**src/rtl/intc_pkg.sv**
```systemverilog
`timescale 1ns/1ps
package intc_pkg;

    // Number of destination codes held in a configuration byte.
    localparam int unsigned DEST_CODES = 8;
    // Ports with a readable priority register: code 0 and code 1.
    localparam int unsigned PRIO_PORTS = 2;

    // Word addresses (byte address divided by four).
    localparam int unsigned WORD_PRIO = 8;   // 0x20, 0x24
    localparam int unsigned WORD_CFG  = 16;  // 0x40 .. 0x7C
    localparam int unsigned WORD_STAT = 32;  // 0x80, 0x84

    // Bit in a priority register that selects rotating search.
    localparam int unsigned ROT_BIT = 6;

    typedef struct packed {
        logic [1:0] trig;   // [0] rising, [1] falling, 00 level
        logic       en;
        logic [2:0] dest;
    } src_cfg_t;

    function automatic src_cfg_t cfg_from_byte(input logic [7:0] b);
        src_cfg_t c;
        c.trig = b[6:5];
        c.en   = b[3];
        c.dest = b[2:0];
        return c;
    endfunction

    function automatic logic [7:0] cfg_to_byte(input src_cfg_t c);
        return {1'b0, c.trig, 1'b0, c.en, c.dest};
    endfunction

endpackage

```
**src/rtl/intc_sync.sv**
```systemverilog
`timescale 1ns/1ps
module intc_sync #(
    parameter int unsigned WIDTH = 64
) (
    input  logic             clk,
    input  logic             rst_n,
    input  logic [WIDTH-1:0] raw_i,
    output logic [WIDTH-1:0] level_o,
    output logic [WIDTH-1:0] rise_o,
    output logic [WIDTH-1:0] fall_o
);

    typedef struct packed {
        logic [WIDTH-1:0] meta;
        logic [WIDTH-1:0] stable;
        logic [WIDTH-1:0] prev;
    } sync_t;

    sync_t sync_d, sync_q;

    always_comb begin
        sync_d.meta   = raw_i;
        sync_d.stable = sync_q.meta;
        sync_d.prev   = sync_q.stable;
    end

    always_ff @(posedge clk or negedge rst_n) begin
        if (!rst_n) begin
            sync_q <= '0;
        end else begin
            sync_q <= sync_d;
        end
    end

    assign level_o = sync_q.stable;
    assign rise_o  = sync_q.stable & ~sync_q.prev;
    assign fall_o  = ~sync_q.stable & sync_q.prev;

endmodule

```
**src/rtl/intc_pick.sv**
```systemverilog
`timescale 1ns/1ps
module intc_pick #(
    parameter int unsigned WIDTH = 64,
    parameter int unsigned IDX_W = $clog2(WIDTH)
) (
    input  logic [WIDTH-1:0] cand_i,
    input  logic [IDX_W-1:0] start_i,
    output logic             hit_o,
    output logic [IDX_W-1:0] win_o
);

    logic [2*WIDTH-1:0] doubled;
    logic [WIDTH-1:0]   rotated;
    logic [IDX_W-1:0]   offs;
    logic [IDX_W:0]     sum;

    always_comb begin
        // Rotate so that the start index lands on bit 0.
        doubled = {cand_i, cand_i} >> start_i;
        rotated = doubled[WIDTH-1:0];
        offs    = '0;
        for (int i = WIDTH - 1; i >= 0; i--) begin
            if (rotated[i]) begin
                offs = IDX_W'(i);
            end
        end
        sum = {1'b0, offs} + {1'b0, start_i};
        if (sum >= (IDX_W + 1)'(WIDTH)) begin
            sum = sum - (IDX_W + 1)'(WIDTH);
        end
        hit_o = |cand_i;
        win_o = sum[IDX_W-1:0];
    end

endmodule

```
**src/rtl/src_intc.sv**
```systemverilog
`timescale 1ns/1ps
module src_intc
    import intc_pkg::*;
#(
    parameter int unsigned N_SRC  = 64,
    parameter int unsigned ADDR_W = 8,
    parameter int unsigned DATA_W = 32
) (
    input  logic              clk,
    input  logic              rst_n,
    input  logic [N_SRC-1:0]  src_in,
    input  logic              bus_sel,
    input  logic              bus_we,
    input  logic [ADDR_W-1:0] bus_addr,
    input  logic [DATA_W/8-1:0] bus_be,
    input  logic [DATA_W-1:0] bus_wdata,
    output logic [DATA_W-1:0] bus_rdata,
    output logic              irq_o,
    output logic              fiq_o,
    output logic [DEST_CODES-3:0] aux_o
);

    localparam int unsigned IDX_W      = $clog2(N_SRC);
    localparam int unsigned LANES      = DATA_W / 8;
    localparam int unsigned WA_W       = ADDR_W - 2;
    localparam int unsigned STAT_WORDS = N_SRC / DATA_W;
    localparam int unsigned CFG_WORDS  = N_SRC / LANES;

    typedef struct packed {
        src_cfg_t [N_SRC-1:0]                cfg;
        logic [N_SRC-1:0]                    latch;
        logic [PRIO_PORTS-1:0]               rot;
        logic [PRIO_PORTS-1:0][IDX_W-1:0]    start;
    } state_t;

    function automatic state_t reset_state();
        state_t s;
        s        = '0;
        s.rot[0] = 1'b1;   // request line rotates, fast line fixed
        return s;
    endfunction

    function automatic logic [IDX_W-1:0] next_idx(input logic [IDX_W-1:0] w);
        return (w == IDX_W'(N_SRC - 1)) ? '0 : w + 1'b1;
    endfunction

    state_t st_d, st_q;

    logic [N_SRC-1:0] lvl, rise, fall;
    logic [N_SRC-1:0] en_vec, pend, set_vec, clr_vec;
    logic [DEST_CODES-1:0][N_SRC-1:0] cand;
    logic [DEST_CODES-1:0] line;
    logic [PRIO_PORTS-1:0] pick_hit;
    logic [PRIO_PORTS-1:0][IDX_W-1:0] pick_win;
    logic [WA_W-1:0] wa;
    logic aligned, wr_en, rd_en;

    // ---------------- input conditioning ----------------
    intc_sync #(.WIDTH(N_SRC)) u_sync (
        .clk     (clk),
        .rst_n   (rst_n),
        .raw_i   (src_in),
        .level_o (lvl),
        .rise_o  (rise),
        .fall_o  (fall)
    );

    always_comb begin
        for (int i = 0; i < N_SRC; i++) begin
            en_vec[i]  = st_q.cfg[i].en;
            set_vec[i] = (st_q.cfg[i].trig[0] & rise[i]) |
                         (st_q.cfg[i].trig[1] & fall[i]);
            pend[i]    = (st_q.cfg[i].trig == 2'b00) ? lvl[i] : st_q.latch[i];
        end
    end

    // ---------------- routing per destination ----------------
    for (genvar g = 0; g < DEST_CODES; g++) begin : g_dest
        logic [N_SRC-1:0] hits;
        always_comb begin
            for (int i = 0; i < N_SRC; i++) begin
                hits[i] = en_vec[i] & pend[i] & (st_q.cfg[i].dest == 3'(g));
            end
        end
        assign cand[g] = hits;
        assign line[g] = |hits;
    end

    assign irq_o = line[0];
    assign fiq_o = line[1];
    assign aux_o = line[DEST_CODES-1:2];

    // ---------------- priority search per port ----------------
    for (genvar p = 0; p < PRIO_PORTS; p++) begin : g_prio
        logic [IDX_W-1:0] from;
        assign from = st_q.rot[p] ? st_q.start[p] : '0;
        intc_pick #(.WIDTH(N_SRC), .IDX_W(IDX_W)) u_pick (
            .cand_i  (cand[p]),
            .start_i (from),
            .hit_o   (pick_hit[p]),
            .win_o   (pick_win[p])
        );
    end

    // ---------------- bus decode ----------------
    assign wa      = bus_addr[ADDR_W-1:2];
    assign aligned = (bus_addr[1:0] == 2'b00);
    assign wr_en   = bus_sel & bus_we & aligned;
    assign rd_en   = bus_sel & ~bus_we & aligned;

    always_comb begin
        clr_vec = '0;
        for (int k = 0; k < STAT_WORDS; k++) begin
            if (wr_en && wa == WA_W'(WORD_STAT + k)) begin
                for (int b = 0; b < LANES; b++) begin
                    if (bus_be[b]) begin
                        clr_vec[k*DATA_W + b*8 +: 8] = bus_wdata[b*8 +: 8];
                    end
                end
            end
        end
    end

    // ---------------- next state ----------------
    always_comb begin
        st_d = st_q;
        // A fresh edge outranks a clearing write in the same cycle.
        st_d.latch = (st_q.latch & ~clr_vec) | set_vec;
        for (int i = 0; i < N_SRC; i++) begin
            if (wr_en && wa == WA_W'(WORD_CFG + i / LANES) && bus_be[i % LANES]) begin
                st_d.cfg[i] = cfg_from_byte(bus_wdata[(i % LANES)*8 +: 8]);
            end
        end
        for (int p = 0; p < PRIO_PORTS; p++) begin
            if (wr_en && wa == WA_W'(WORD_PRIO + p) && bus_be[0]) begin
                st_d.rot[p] = bus_wdata[ROT_BIT];
            end
            if (rd_en && wa == WA_W'(WORD_PRIO + p) && st_q.rot[p] && pick_hit[p]) begin
                st_d.start[p] = next_idx(pick_win[p]);
            end
        end
    end

    always_ff @(posedge clk or negedge rst_n) begin
        if (!rst_n) begin
            st_q <= reset_state();
        end else begin
            st_q <= st_d;
        end
    end

    // ---------------- read mux ----------------
    always_comb begin
        bus_rdata = '0;
        if (rd_en) begin
            for (int p = 0; p < PRIO_PORTS; p++) begin
                if (wa == WA_W'(WORD_PRIO + p)) begin
                    bus_rdata[IDX_W+1:0] = {pick_hit[p], st_q.rot[p],
                                            pick_hit[p] ? pick_win[p] : IDX_W'(0)};
                end
            end
            for (int k = 0; k < CFG_WORDS; k++) begin
                if (wa == WA_W'(WORD_CFG + k)) begin
                    for (int b = 0; b < LANES; b++) begin
                        bus_rdata[b*8 +: 8] = cfg_to_byte(st_q.cfg[k*LANES + b]);
                    end
                end
            end
            for (int k = 0; k < STAT_WORDS; k++) begin
                if (wa == WA_W'(WORD_STAT + k)) begin
                    bus_rdata = st_q.latch[k*DATA_W +: DATA_W];
                end
            end
        end
    end

endmodule

```
**config.mk**
```make
export PLATFORM = sky130hd
export DESIGN_NAME = src_intc
export DESIGN_NICKNAME = d
export VERILOG_FILES = /design/src/rtl/intc_pkg.sv /design/src/rtl/intc_sync.sv /design/src/rtl/intc_pick.sv /design/src/rtl/src_intc.sv
export SDC_FILE = /design/constraint.sdc
export NUM_CORES = 2
export LEC_CHECK = 0
export BUFFER_PORTS_ARGS = -buffer_cell sky130_fd_sc_hd__buf_2
export CORE_MARGIN = 1.5
export CORE_UTILIZATION = 29
export DETAILED_ROUTE_END_ITERATION = 8
export PLACE_DENSITY = 0.49
export SLEW_MARGIN = 5
export SYNTH_ARGS = -nofsm -noshare
export SYNTH_HDL_FRONTEND = slang
export SYNTH_SLANG_ARGS = --single-unit
```
**constraint.sdc**
```tcl
create_clock -name clk -period 7.65 [get_ports clk]
set_input_delay 1.53 -clock clk [delete_from_list [all_inputs] [get_ports clk]]
set_output_delay 1.53 -clock clk [all_outputs]
set_load 0.01 [all_outputs]
```
==> results.md <==
- Power share of the combinational group: 0.117
- Post-synthesis simple-gate area fraction: 0.194
- Failing checks: design-rule violations, negative setup slack
- Hold_buf cts: 0
- Drt drc: 3
- CP Capture Type: primary output
- Slew HR: 0.0670
- Slew Viols, Final: 0
- Area Overhead vs Synth: 47.8%
- Post-route setup slack: -1.17 ns
- Main combinational cell family by area after synthesis: compound AO/OA/AOI/OAI gates
- Largest area contributor in the netlist: dfrtp_1
- Async set or reset register ratio after synthesis: 1.00
- Vias/cell: around 6
- TritonCTS clock tree: done
- Reg power frac: 0.432
- Worst skew pair latency: about 0.7 ns
- First-pass GRT wire length: ~460,000 um
- TritonRoute pass-1 iters: 9
- Max Fclk: 113 MHz
- Worst clock skew: between 0.03 and 0.04 ns
- Final Cell Area: roughly 71,000 sq um
- Clk buf depth: 3
- Synth cell types: around 100
- Max VDD drop: 0.000189 V
- Crit path required time: slightly above 6 ns
- GP Congestion: between 1 and 1.5
- Chip Width: ~410 um
- Vias in the first global route: ~56k
- Placed cell area: 66,500 sq um
- EDFF count, synth: 0
- #FFs+latches synth: 654
- Post-synth top cells: dfrtp_1, nand2_1, mux2_2, nor2_1, clkbuf_1
- Final setup violation count: 6
- Sequential area share after synthesis: 0.339
- Slew @ Worst Pin: 1.39 ns
- Share of cells above drive strength 1: 0.454
- Psw: about 2300 uW
- RSZ-0062 raised after global routing: yes
- Drt total wl: approximately 350,000 um
- Synth Area in Compound Gates: 0.234
- Synthesized instance count: 5,209
- Period utilisation layout: 1.15
- Prevailing post-synth register cell: dfrtp_1
- DR iter-0 viols: slightly above 7k
- Estimated wirelength of the detail-placed design: roughly 280,000 um
- Core area: 165,000 sq um
- Cell Area, Synth: 48,300 sq um
- Vias: between 50k and 60k
- Pint: slightly above 6000 uW
- IO Pins: ~150
- Largest net degree at the start of global routing: 164
- Initial antenna violation count: 25
- Syn_nets: around 5.3k
- Startpoint type of the worst setup path: flip-flop
- Cell area power density: around 120 nW/um^2
- Hold Vio Cnt, Final: 0
- Die area: between 150,000 and 200,000 sq um
- Cell Rows: approximately 150
- Post-synthesis xor/xnor area fraction: 0.00272
- Clock power share: 0.451
- DR WL/cell: between 30 and 40 um
- Avg Cell Area, Syn: 9.28 sq um
- YS warnings: 0
- Total power draw: around 8400 uW
- Leading post-synthesis cells by cell area: dfrtp_1, mux2_2, mux4_2, nand2_1, mux2i_1
- Root buffer cell: clkbuf_16
- Crit-path max FO: 3
- GR Util All Layers: 0.395
- Initial Utilization: 0.293
- Post-synth top area share: 0.338
- Final ANT Viol Nets: 0
- TritonCTS Buffers: 75
- Nets: roughly 7.2k
- Crit path time final: around 9 ns
- Port bufs: between 150 and 200
- Status: finished with violations
- Post-synthesis mux area share: 0.190
- Remaining global-route overflow: 0
- Die Span Y: around 410 um
- LEAKAGE: roughly 0.032 uW
- Max-Cap Viols: 0
- Adder and majority gate portion of the synthesized area: 0.00393
- Clock sink count: 654
- Switching Fraction: 0.270
- Clk slew on worst S/H paths: 0.06 ns
- Worst hold-check path type: flip-flop to flip-flop
- Critical Path AT: roughly 7.3 ns
- Most frequent cell after synthesis: dfrtp_1
- Fill cell count: around 16k
- Htree depth: 3
- CP Class: flip-flop to primary output
==> metal layers <==
metal / vias to the layer above / global-route usage / share of wire
li1: 24300 / - / -
met1: 29100 / 0.488 / 0.39
met2: 3445 / 0.613 / 0.44
met3: 986 / 0.0834 / 0.086
met4: 6 / 0.280 / 0.087
met5: - / 0 / 0.00012
==> path summary, 6_finish.rpt <==
path / start / end / slack, ns / cells after the start
worst max-delay path: st_q[362] / bus_rdata[2] / -1.17 / 27
worst max register to register: st_q[362] / st_q[5] / 1.44 / 26
worst min register to register: u_sync.sync_d[113] / u_sync.level_o[49] / 0.34 / 0
max in group asynchronous: rst_n / st_q[130] / 5.16 / 2
worst min-delay path: u_sync.sync_d[113] / u_sync.level_o[49] / 0.34 / 0
min in group asynchronous: rst_n / u_sync.sync_d[106] / 0.88 / 1
==> state kept, by name (all words and copies together) (netlist names) <==
register and cells:
en_vec 64, u_sync.sync_q 64, st_q 398, u_sync.level_o 64, u_sync.sync_d 64
==> critical path, stage by stage, from the launching register on <==
cell and delay (ns):
dfrtp_1 0.38, or4b_2 0.69, buf_4 0.16, a211oi_1 0.51
a211oi_1 0.27, nor3_1 0.41, buf_4 0.18, nor3_1 0.03
nor3_1 0.42, buf_4 0.21, a21oi_1 0.08, o2111a_1 0.26
o21ai_1 0.15, nand3_1 0.11, o21ai_1 0.18, a21oi_2 0.10
ha_1 0.24, fa_1 0.47, xor2_1 0.18, buf_4 0.15
mux2_4 0.32, nand2_4 0.12, a31oi_4 0.10, a211oi_2 0.28
o311a_1 0.22, a211oi_2 0.05, buf_4 0.20, buf_6 0.11
==> cell type report <==
class,instances,area [sq um],share of cell area
sequential,654,16400,0.229
clock buffer,111,2270,0.0317
timing repair buffer,2182,17100,0.239
multi-input combinational,4104,32400,0.453
tap,2189,2740,0.0383
inverter,100,375,0.00525
clock inverter,25,245,0.00343
antenna,14,35.0,0.000490
==> cell families after synthesis <==
group	Yosys count
simple gates	1824
fa+ha+maj	14
compound gates	1536
xor+xnor	15
mux	715
flops	654
buf+inv	451
==> power groups by stage <==
stage               logic, uW  registers (uW)  clock network (uW)
floorplan                 318            3660                   0
global placement          916            3670                   0
detailed placement        917            3670                   0
CTS                       947            3610                3830
global route             1020            3620                3950
finish                    982            3610                3780
==> repair_timing <==
item                                    CTS  global route
endpoints found under the setup margin    6             6
pin swaps                                62            83
gates cloned                              0             0
resized for setup                       209           153
buffers inserted                         34            36
==> cells in the final DEF, fill, tap and decap left out, drive strengths merged, types with 32 or more instances in the layout <==
cell type,count
nand2,570
clkbuf,111
mux4,113
o211ai,176
o21ai,202
buf,2182
dfrtp,653
nand4,71
mux2,465
a21oi,187
nand4bb,53
a2111oi,86
nor3,177
o221ai,41
nand3b,73
mux2i,137
a22oi,89
and3,39
nand2b,45
inv,101
nor4,64
a211oi,131
and2,45
or2,32
o22ai,86
nand3,139
nor2,339
a31oi,75
or3,36
nor3b,38
o211a,33
a221oi,54
==> metrics by stage <==
stage | setup slack (ns) | hold WS [ns] | std cells | TNS (ns) | utilization
finish | -1.17 | 0.336 | 9379 | -6.21 | 0.433
global route | -1.31 | 0.348 | 9365 | -7.01 | 0.432
CTS | -1.17 | 0.347 | 9332 | -6.26 | 0.426
detailed placement | -1.22 | 0.336 | 9166 | -5.92 | 0.402
global placement | -1.38 | 0.332 | 9166 | -6.28 | 0.402
floorplan | 0.363 | 0.331 | 5209 | 0 | -
No activity file was read; power rests on OpenSTA's default activity.
